File: src/rtl/bcg_pkg.sv
package bcg_pkg;
  typedef enum logic [2:0] {
    BL_ONE  = 3'b000,
    BL_TWO  = 3'b001,
    BL_FOUR = 3'b010,
    BL_EIGHT = 3'b011,
    BL_PAGE = 3'b111
  } bl_code_e;

  // Column of beat `beat` given start, block span log2 `k` and ordering.
  function automatic logic [15:0] map_col(input logic [15:0] start,
                                          input logic [15:0] beat,
                                          input int unsigned k,
                                          input logic ilv,
                                          input int unsigned width);
    logic [15:0] sum;
    logic [15:0] col;
    sum = start + beat;
    col = '0;
    for (int unsigned i = 0; i < 16; i++) begin
      if (i < width) begin
        if (i < k) col[i] = ilv ? (start[i] ^ beat[i]) : sum[i];
        else       col[i] = start[i];
      end
    end
    return col;
  endfunction
endpackage

File: src/rtl/bcg_mode_dec.sv
module bcg_mode_dec
  import bcg_pkg::*;
#(
  parameter int COL_W = 9,
  localparam int KW = $clog2(COL_W + 1)
) (
  input  logic [2:0]    len_code,
  input  logic          ilv,
  input  logic          wsingle,
  input  logic          is_write,
  output logic          ok,
  output logic          full,
  output logic [KW-1:0] span_log2
);
  always_comb begin
    ok = 1'b1;
    full = 1'b0;
    span_log2 = '0;
    case (bl_code_e'(len_code))
      BL_ONE:   span_log2 = KW'(0);
      BL_TWO:   span_log2 = KW'(1);
      BL_FOUR:  span_log2 = KW'(2);
      BL_EIGHT: span_log2 = KW'(3);
      BL_PAGE: begin
        if (ilv) ok = 1'b0;
        else begin
          full = 1'b1;
          span_log2 = KW'(COL_W);
        end
      end
      default: ok = 1'b0;
    endcase
    if (wsingle && is_write) begin
      full = 1'b0;
      span_log2 = '0;
    end
  end
endmodule

File: src/rtl/bcg_burst_ctl.sv
module bcg_burst_ctl #(
  parameter int COL_W = 9,
  localparam int KW = $clog2(COL_W + 1)
) (
  input  logic             clk,
  input  logic             rst_n,
  input  logic             accept,
  input  logic             reject,
  input  logic             full_in,
  input  logic [KW-1:0]    span_in,
  input  logic             ilv_in,
  input  logic [COL_W-1:0] start_in,
  input  logic             term_i,
  output logic             active,
  output logic             is_last,
  output logic             is_full,
  output logic             err,
  output logic [COL_W-1:0] beat,
  output logic [KW-1:0]    span,
  output logic             ilv,
  output logic [COL_W-1:0] start_col
);
  logic [COL_W-1:0] last_idx;
  logic stop_w;

  assign last_idx = ~({COL_W{1'b1}} << span);
  assign is_last  = active && !is_full && (beat == last_idx);
  assign stop_w   = active && (term_i || is_last);

  always_ff @(posedge clk or negedge rst_n) begin
    if (!rst_n) begin
      active    <= 1'b0;
      is_full   <= 1'b0;
      err       <= 1'b0;
      beat      <= '0;
      span      <= '0;
      ilv       <= 1'b0;
      start_col <= '0;
    end else begin
      err <= reject;
      if (accept) begin
        active    <= 1'b1;
        beat      <= '0;
        is_full   <= full_in;
        span      <= span_in;
        ilv       <= ilv_in;
        start_col <= start_in;
      end else if (stop_w) begin
        active <= 1'b0;
      end else if (active) begin
        beat <= beat + 1'b1;
      end
    end
  end
endmodule

File: src/rtl/bcg_addr_map.sv
module bcg_addr_map
  import bcg_pkg::*;
#(
  parameter int COL_W = 9,
  localparam int KW = $clog2(COL_W + 1)
) (
  input  logic [COL_W-1:0] start_col,
  input  logic [COL_W-1:0] beat,
  input  logic [KW-1:0]    span,
  input  logic             ilv,
  output logic [COL_W-1:0] col
);
  logic [15:0] wide;
  assign wide = map_col(16'(start_col), 16'(beat), int'(span), ilv, COL_W);
  assign col  = wide[COL_W-1:0];
endmodule

File: src/rtl/burst_col_gen.sv
module burst_col_gen #(
  parameter int COL_W = 9
) (
  input  logic             clk,
  input  logic             rst_n,
  input  logic             start_i,
  input  logic [2:0]       mode_len_i,
  input  logic             mode_ilv_i,
  input  logic             mode_wsingle_i,
  input  logic             is_write_i,
  input  logic [COL_W-1:0] start_col_i,
  input  logic             term_i,
  output logic [COL_W-1:0] col_o,
  output logic             valid_o,
  output logic             last_o,
  output logic             err_o
);
  localparam int KW = $clog2(COL_W + 1);

  logic          ok_w, full_dec_w;
  logic [KW-1:0] span_dec_w;
  logic          accept_w, reject_w;
  logic          active_w, last_w, full_w, err_w, ilv_w;
  logic [COL_W-1:0] beat_w, start_w;
  logic [KW-1:0] span_w;

  bcg_mode_dec #(.COL_W(COL_W)) u_dec (
    .len_code(mode_len_i), .ilv(mode_ilv_i), .wsingle(mode_wsingle_i),
    .is_write(is_write_i), .ok(ok_w), .full(full_dec_w), .span_log2(span_dec_w)
  );

  assign accept_w = start_i && ok_w;
  assign reject_w = start_i && !ok_w;

  bcg_burst_ctl #(.COL_W(COL_W)) u_ctl (
    .clk(clk), .rst_n(rst_n), .accept(accept_w), .reject(reject_w),
    .full_in(full_dec_w), .span_in(span_dec_w), .ilv_in(mode_ilv_i),
    .start_in(start_col_i), .term_i(term_i), .active(active_w),
    .is_last(last_w), .is_full(full_w), .err(err_w), .beat(beat_w),
    .span(span_w), .ilv(ilv_w), .start_col(start_w)
  );

  bcg_addr_map #(.COL_W(COL_W)) u_map (
    .start_col(start_w), .beat(beat_w), .span(span_w), .ilv(ilv_w), .col(col_o)
  );

  assign valid_o = active_w;
  assign last_o  = last_w;
  assign err_o   = err_w;
endmodule

File: config.mk
export PLATFORM = sky130hd
export DESIGN_NAME = burst_col_gen
export DESIGN_NICKNAME = d
export VERILOG_FILES = /design/src/rtl/bcg_pkg.sv /design/src/rtl/bcg_mode_dec.sv /design/src/rtl/bcg_burst_ctl.sv /design/src/rtl/bcg_addr_map.sv /design/src/rtl/burst_col_gen.sv
export SDC_FILE = /design/constraint.sdc
export NUM_CORES = 1
export LEC_CHECK = 0
export CELL_PAD_IN_SITES_DETAIL_PLACEMENT = 1
export CELL_PAD_IN_SITES_GLOBAL_PLACEMENT = 2
export CORE_ASPECT_RATIO = 1.1
export CORE_MARGIN = 1.5
export CORE_UTILIZATION = 30
export CTS_BUF_LIST = sky130_fd_sc_hd__clkbuf_4
export DETAILED_ROUTE_END_ITERATION = 10
export GPL_ROUTABILITY_DRIVEN = 0
export HOLD_SLACK_MARGIN = 0.08
export PLACE_DENSITY = 0.83
export SYNTH_ARGS = -nofsm -noshare
export SYNTH_HDL_FRONTEND = slang
export SYNTH_SLANG_ARGS = --single-unit
File: constraint.sdc
create_clock -name clk -period 2.2 [get_ports clk]
set_input_delay 0.55 -clock clk [delete_from_list [all_inputs] [get_ports clk]]
set_output_delay 0.55 -clock clk [all_outputs]
set_load 0.01 [all_outputs]
== Word-level counts from Yosys, hierarchy flattened ==
Cells that the tools add are included.
Storage, ports and cells
  output and inout bits: 12
  word-level logic and storage cells: 79
  register bits: 26
  input bits: 19
Operators by class
  order comparisons: 9
  bitwise operators: 10
  shift operators: 1
  equality and inequality tests: 6
  mux-type cells: 30
  reductions and logical operators: 14
  add/subtract/negate cells: 2
Operators with widths (number)
  $mux W9: 3
  $mux W1: 23
  $lt A3 B4 Y1 const A: 4
  $pmux W4 S4: 1
  $add A9 B1 Y9 const B: 1
  $add A9 B9 Y9: 1
  $eq A9 B9 Y1: 1
  $not A9 Y9: 1
  $shl A9 B4 Y9 const A: 1
  $xor A1 B1 Y1: 9
  $lt A1 B4 Y1 const A: 2
  $lt A2 B4 Y1 const A: 2
  $mux W4: 2
  $eq A3 B2 Y1 const B: 2
  $logic_and A1 B1 Y1: 6
  $lt A4 B4 Y1 const A: 1
  $reduce_bool A2 Y1: 2
  $reduce_or A4 Y1: 1
  $eq A3 B1 Y1 const B: 1
  $eq A3 B3 Y1 const B: 1
  $logic_not A3 Y1: 1
  $logic_not A1 Y1: 2
  $ne A2 B2 Y1 const B: 1
  $pmux W1 S2: 1
  2 further kinds: 2

== Logic depth before layout (Yosys ltp) ==
  depth in word-level cells: 8
  depth in mapped cells: 7
  gate-level depth less buffers: 7

== Hierarchy ==
A second synthesis with hierarchy kept.
Second synthesis, totals
  cells, all modules: 214
  area total of the unflattened synthesis: 1974.4 sq um
Modules (own cells, without submodules)
  bcg_burst_ctl: times used 1, cells each 126, area each 1357.6 sq um, sequential area each 650.6 sq um
  bcg_addr_map: times used 1, cells each 75, area each 525.5 sq um, sequential area each 0.0 sq um
  bcg_mode_dec: times used 1, cells each 11, area each 75.1 sq um, sequential area each 0.0 sq um
  burst_col_gen: times used 1, cells each 2, area each 16.3 sq um, sequential area each 0.0 sq um

== Worst setup path before layout ==
Ideal clock, no wire load.
  kind: reg2out
  from: register u_ctl.beat[0]
  to: output col_o[8]
  path buffers: 0
  setup slack: -235 ps
  data arrival time: 1885 ps
  cell stages (with the launch flop): 8
  data required time: 1650 ps
  cells stage by stage: dfrtp_1 > ha_1 > fa_1 > a211o_1 > nand4_1 > o211ai_1 > a31oi_1 > xor2_1
On the way
  longest elaborated chain between the ends: 3
Ends and longest elaborated chain
  from (decl): RTL line bcg_burst_ctl.sv:18  | output logic [COL_W-1:0] beat,
  from (signal assigned): RTL line bcg_burst_ctl.sv:51  | beat <= beat + 1'b1;
  $add A9 B9 Y9: RTL line bcg_pkg.sv:18  | sum = start + beat;
  $mux W1 (2 in series): RTL line bcg_pkg.sv:22  | if (i < k) col[i] = ilv ? (start[i] ^ beat[i]) : sum[i];
  to (decl): RTL line burst_col_gen.sv:13  | output logic [COL_W-1:0] col_o,
No other way between the ends.

== Worst setup path in the final report ==
  from: register u_ctl.start_col[0]
  to: output col_o[8]
On the way
  longest elaborated chain between the ends: 3
Ends and longest elaborated chain
  from (decl): RTL line bcg_burst_ctl.sv:21  | output logic [COL_W-1:0] start_col
  from (signal assigned): RTL line bcg_burst_ctl.sv:47  | start_col <= start_in;
  $add A9 B9 Y9: RTL line bcg_pkg.sv:18
  $mux W1 (2 in series): RTL line bcg_pkg.sv:22
No other way between the ends.

==> metrics <==
violations in the final reports negative setup slack; setup repair after global routing missed its margin true; post-detailed-route count of antenna-violating nets 0; antenna violations before repair 0; worst reg-to-reg setup slack 0.07 ns; Synth Net Count 248; num ports 31; sequential cell area in the final layout 630.6 sq um; total vias in the final route 1974; post-place instance area 2575 sq um; Rel. slew slack 73.98%; worst slack at placement -0.7227 ns; Final Hold Fails 0; Synth area leader dfrtp_1; number of flops mapped to enable cells by yosys 0; length of the first detailed-routing pass in iterations 4; fin worst setup slack -0.6723 ns; synthesized area per cell 8.461 sq um; die extent in y 85.43 um; fraction of layout instances using a drive strength above 1 34.42%; via count normalized by instance count 5.127; post-synthesis to final-layout area growth 49.63%; starting density of the core 31.52%; post-layout utilization of the core 47.17%; share of synthesized area occupied by flip-flops and latches 33.76%; total CTS buffers 3; number of distinct standard cells referenced by the synthesized netlist 52; Post-synth top flop dfrtp_1; clock period minus final worst setup slack 2.872 ns; Layout fillers 714; total global routing overflow 0; placed cell count 364; Max-Cap Viols 0; Core Region 5878 sq um; count of final setup violators 9; CTS sink count 25; Power Density 531.4 nW/um^2; Post-DP HPWL 4428 um; htree depth 1; CP required 1.65 ns; post-cts hold buffer count 0; detailed-route wire length per cell 15.56 um; total of flip-flops plus latches after synthesis 25; # DRC 0; wire length reported by the detailed router 5989 um; worst voltage drop across the vdd grid 0.2067 mV; post-synthesis instance total 219; final design instance area without fill 2773 sq um; skew final 0.007527 ns; net count of the finished layout 338; fraction of registers with async set/reset 100.0%; HP Class reg2reg; first-pass GRT wire length 9977 um; insertion delay to the later sink of the worst-skew pair 0.33 ns; total global-route track usage 19.13%; transition at the pin with the smallest max-transition slack 0.3903 ns; fmax 348.2 MHz; Bufs on Longest Clock Path 2; leading cell types by total area after synthesis dfrtp_1 34%, nand2_1 10%, ha_1 6.1%; Critical Path AT 2.32 ns; total of warnings raised by yosys 0; final slew viol count 0; Layout Cells excl Fill 385; post-route fraction of the period consumed by the critical path 130.6%; Critical Path Sink Type output port; Multi-input gate area 1200 sq um; cell area after technology mapping 1853 sq um; result of the run complete, but fails checks; first-iteration detailed-routing DRC count 51; Worst setup SP type flop; Clk pin slew, worst setup/hold paths 0.15 ns; crit path max fanout 2; path type of the worst setup path reg2out; Leakage 1.337 nW; IO buf count 30; CTS tree built; die footprint 6658 sq um; clock root buffer master clkbuf_4; DIE WIDTH 77.94 um; maximum number of pins on one net before global-route repair 27; total inserted antenna cells 0; vias in the first global route 2099; minimum hold slack 0.5156 ns; number of placement rows 29; area share of the leading cell type in the synthesized netlist 33.76%
worst paths after layout:
| kind | startpoint | to | cells after the start |
|---|---|---|---|
| max | u_ctl.start_col[0]$_DFFE_PN0N_ | col_o[8] | 8 |
| min | u_ctl.start_col[8]$_DFFE_PN0N_ | u_ctl.start_col[8]$_DFFE_PN0N_ | 2 |
| max reg2reg | u_ctl.beat[3]$_DFFE_PN0P_ | u_ctl.beat[4]$_DFFE_PN0P_ | 10 |
| min reg2reg | u_ctl.start_col[8]$_DFFE_PN0N_ | u_ctl.start_col[8]$_DFFE_PN0N_ | 2 |
| max in group asynchronous | rst_n | u_ctl.beat[1]$_DFFE_PN0P_ | 2 |
| min in group asynchronous | rst_n | u_ctl.beat[5]$_DFFE_PN0P_ | 2 |
registers in the layout, indices dropped and copies added (netlist names):
register	flops
u_ctl.beat	9
u_ctl.start_col	9
u_ctl.span	3
u_ctl.active	1
u_ctl.err	1
u_ctl.ilv	1
u_ctl.is_full	1
cells in the mapped netlist (2+ instances only):
cell type and n:
nand4_1 3, a21oi_1 14, a21oi_2 2, nand2_1 51
and4_1 2, and2_1 2, clkbuf_1 7, or4_1 2
dfrtp_1 25, mux2i_1 6, a21o_1 5, a211oi_1 3
a211o_1 2, ha_1 9, nand3_1 7, o22ai_1 2
a31oi_1 2, inv_1 9, o21ai_0 11, nand3b_1 2
xor2_1 3, nor2_1 8, xnor2_1 3, nand2b_1 6
a2111o_1 4, buf_6 2, nor3_2 2
stage by stage:
| step | power, mW | setup TNS (ns) |
|---|---|---|
| detailed placement | 1.184 | -4.166 |
| CTS | 1.469 | -4.206 |
| global placement | 1.163 | -3.830 |
| global route | 1.575 | -5.000 |
| floorplan | 0.8616 | -0.2855 |
| finish | 1.473 | -4.071 |
area by class of cell:
class / instances / share of cell area, %
clock buffer: 4 / 1.083
timing repair buffer: 95 / 28.20
inverter: 9 / 1.218
sequential: 25 / 22.74
multi-input combinational: 175 / 43.28
tap: 77 / 3.475
worst max-delay path: stages, from the launching register on:
cell and delay (ns):
dfrtp_1 0.42, ha_2 0.21, fa_2 0.33, a211o_1 0.29, nand4_1 0.11, o211ai_1 0.12
a31oi_2 0.22, xor2_1 0.15, buf_2 0.14
report_power, final:
part / internal, mW / switching [mW] / total [mW]
clock network: 0.0834 / 0.150 / 0.233
logic: 0.366 / 0.332 / 0.699
registers: 0.506 / 0.0357 / 0.542
total: 0.956 / 0.518 / 1.47
kinds of logic (layout without fill, tap and decap cells):
| kind of cell | count (synthesis) | after routing | synth area share (%) |
|---|---|---|---|
| xor gates and xnor gates | 6 | 6 | 2.836 |
| adders and majority gates | 10 | 10 | 7.157 |
| DFF | 25 | 25 | 33.76 |
| buffers and inverters | 19 | 108 | 4.659 |
| muxes | 9 | 9 | 5.401 |
| and+or+nand+nor | 95 | 95 | 25.46 |
| AOI/OAI and AO/OA | 55 | 55 | 20.73 |
per-layer routing:
metal / GRT usage, % / routed length, um / share of wire (%) / up-vias
li1: - / - / - / 961
met1: 23.48 / 2689 / 45 / 974
met2: 34.39 / 3043 / 51 / 31
met3: 2.151 / 120 / 2.0 / 8
met4: 6.818 / 136 / 2.3 / 0
met5: 0 / 0 / 0 / -
placed cells by master, fill, tap and decap left out, drive strengths merged, types with 3 or more instances in the layout:
cell,n
xor2,3
inv,9
mux2i,7
a211oi,3
xnor2,3
nand2b,6
nand4,3
nand3,7
a21oi,16
a2111o,4
nor2,8
nand2,51
a21o,5
and2,3
ha,9
clkbuf,4
buf,75
dfrtp,25
clkdlybuf4s50,20
o21ai,12
nor3,4
timing repair:
item | CTS | global route
endpoints found under the setup margin | 10 | 11
pin swaps | 15 | 12
buffers inserted | 15 | 4
resized for setup | 57 | 10
No activity file was read; power rests on OpenSTA's default activity.
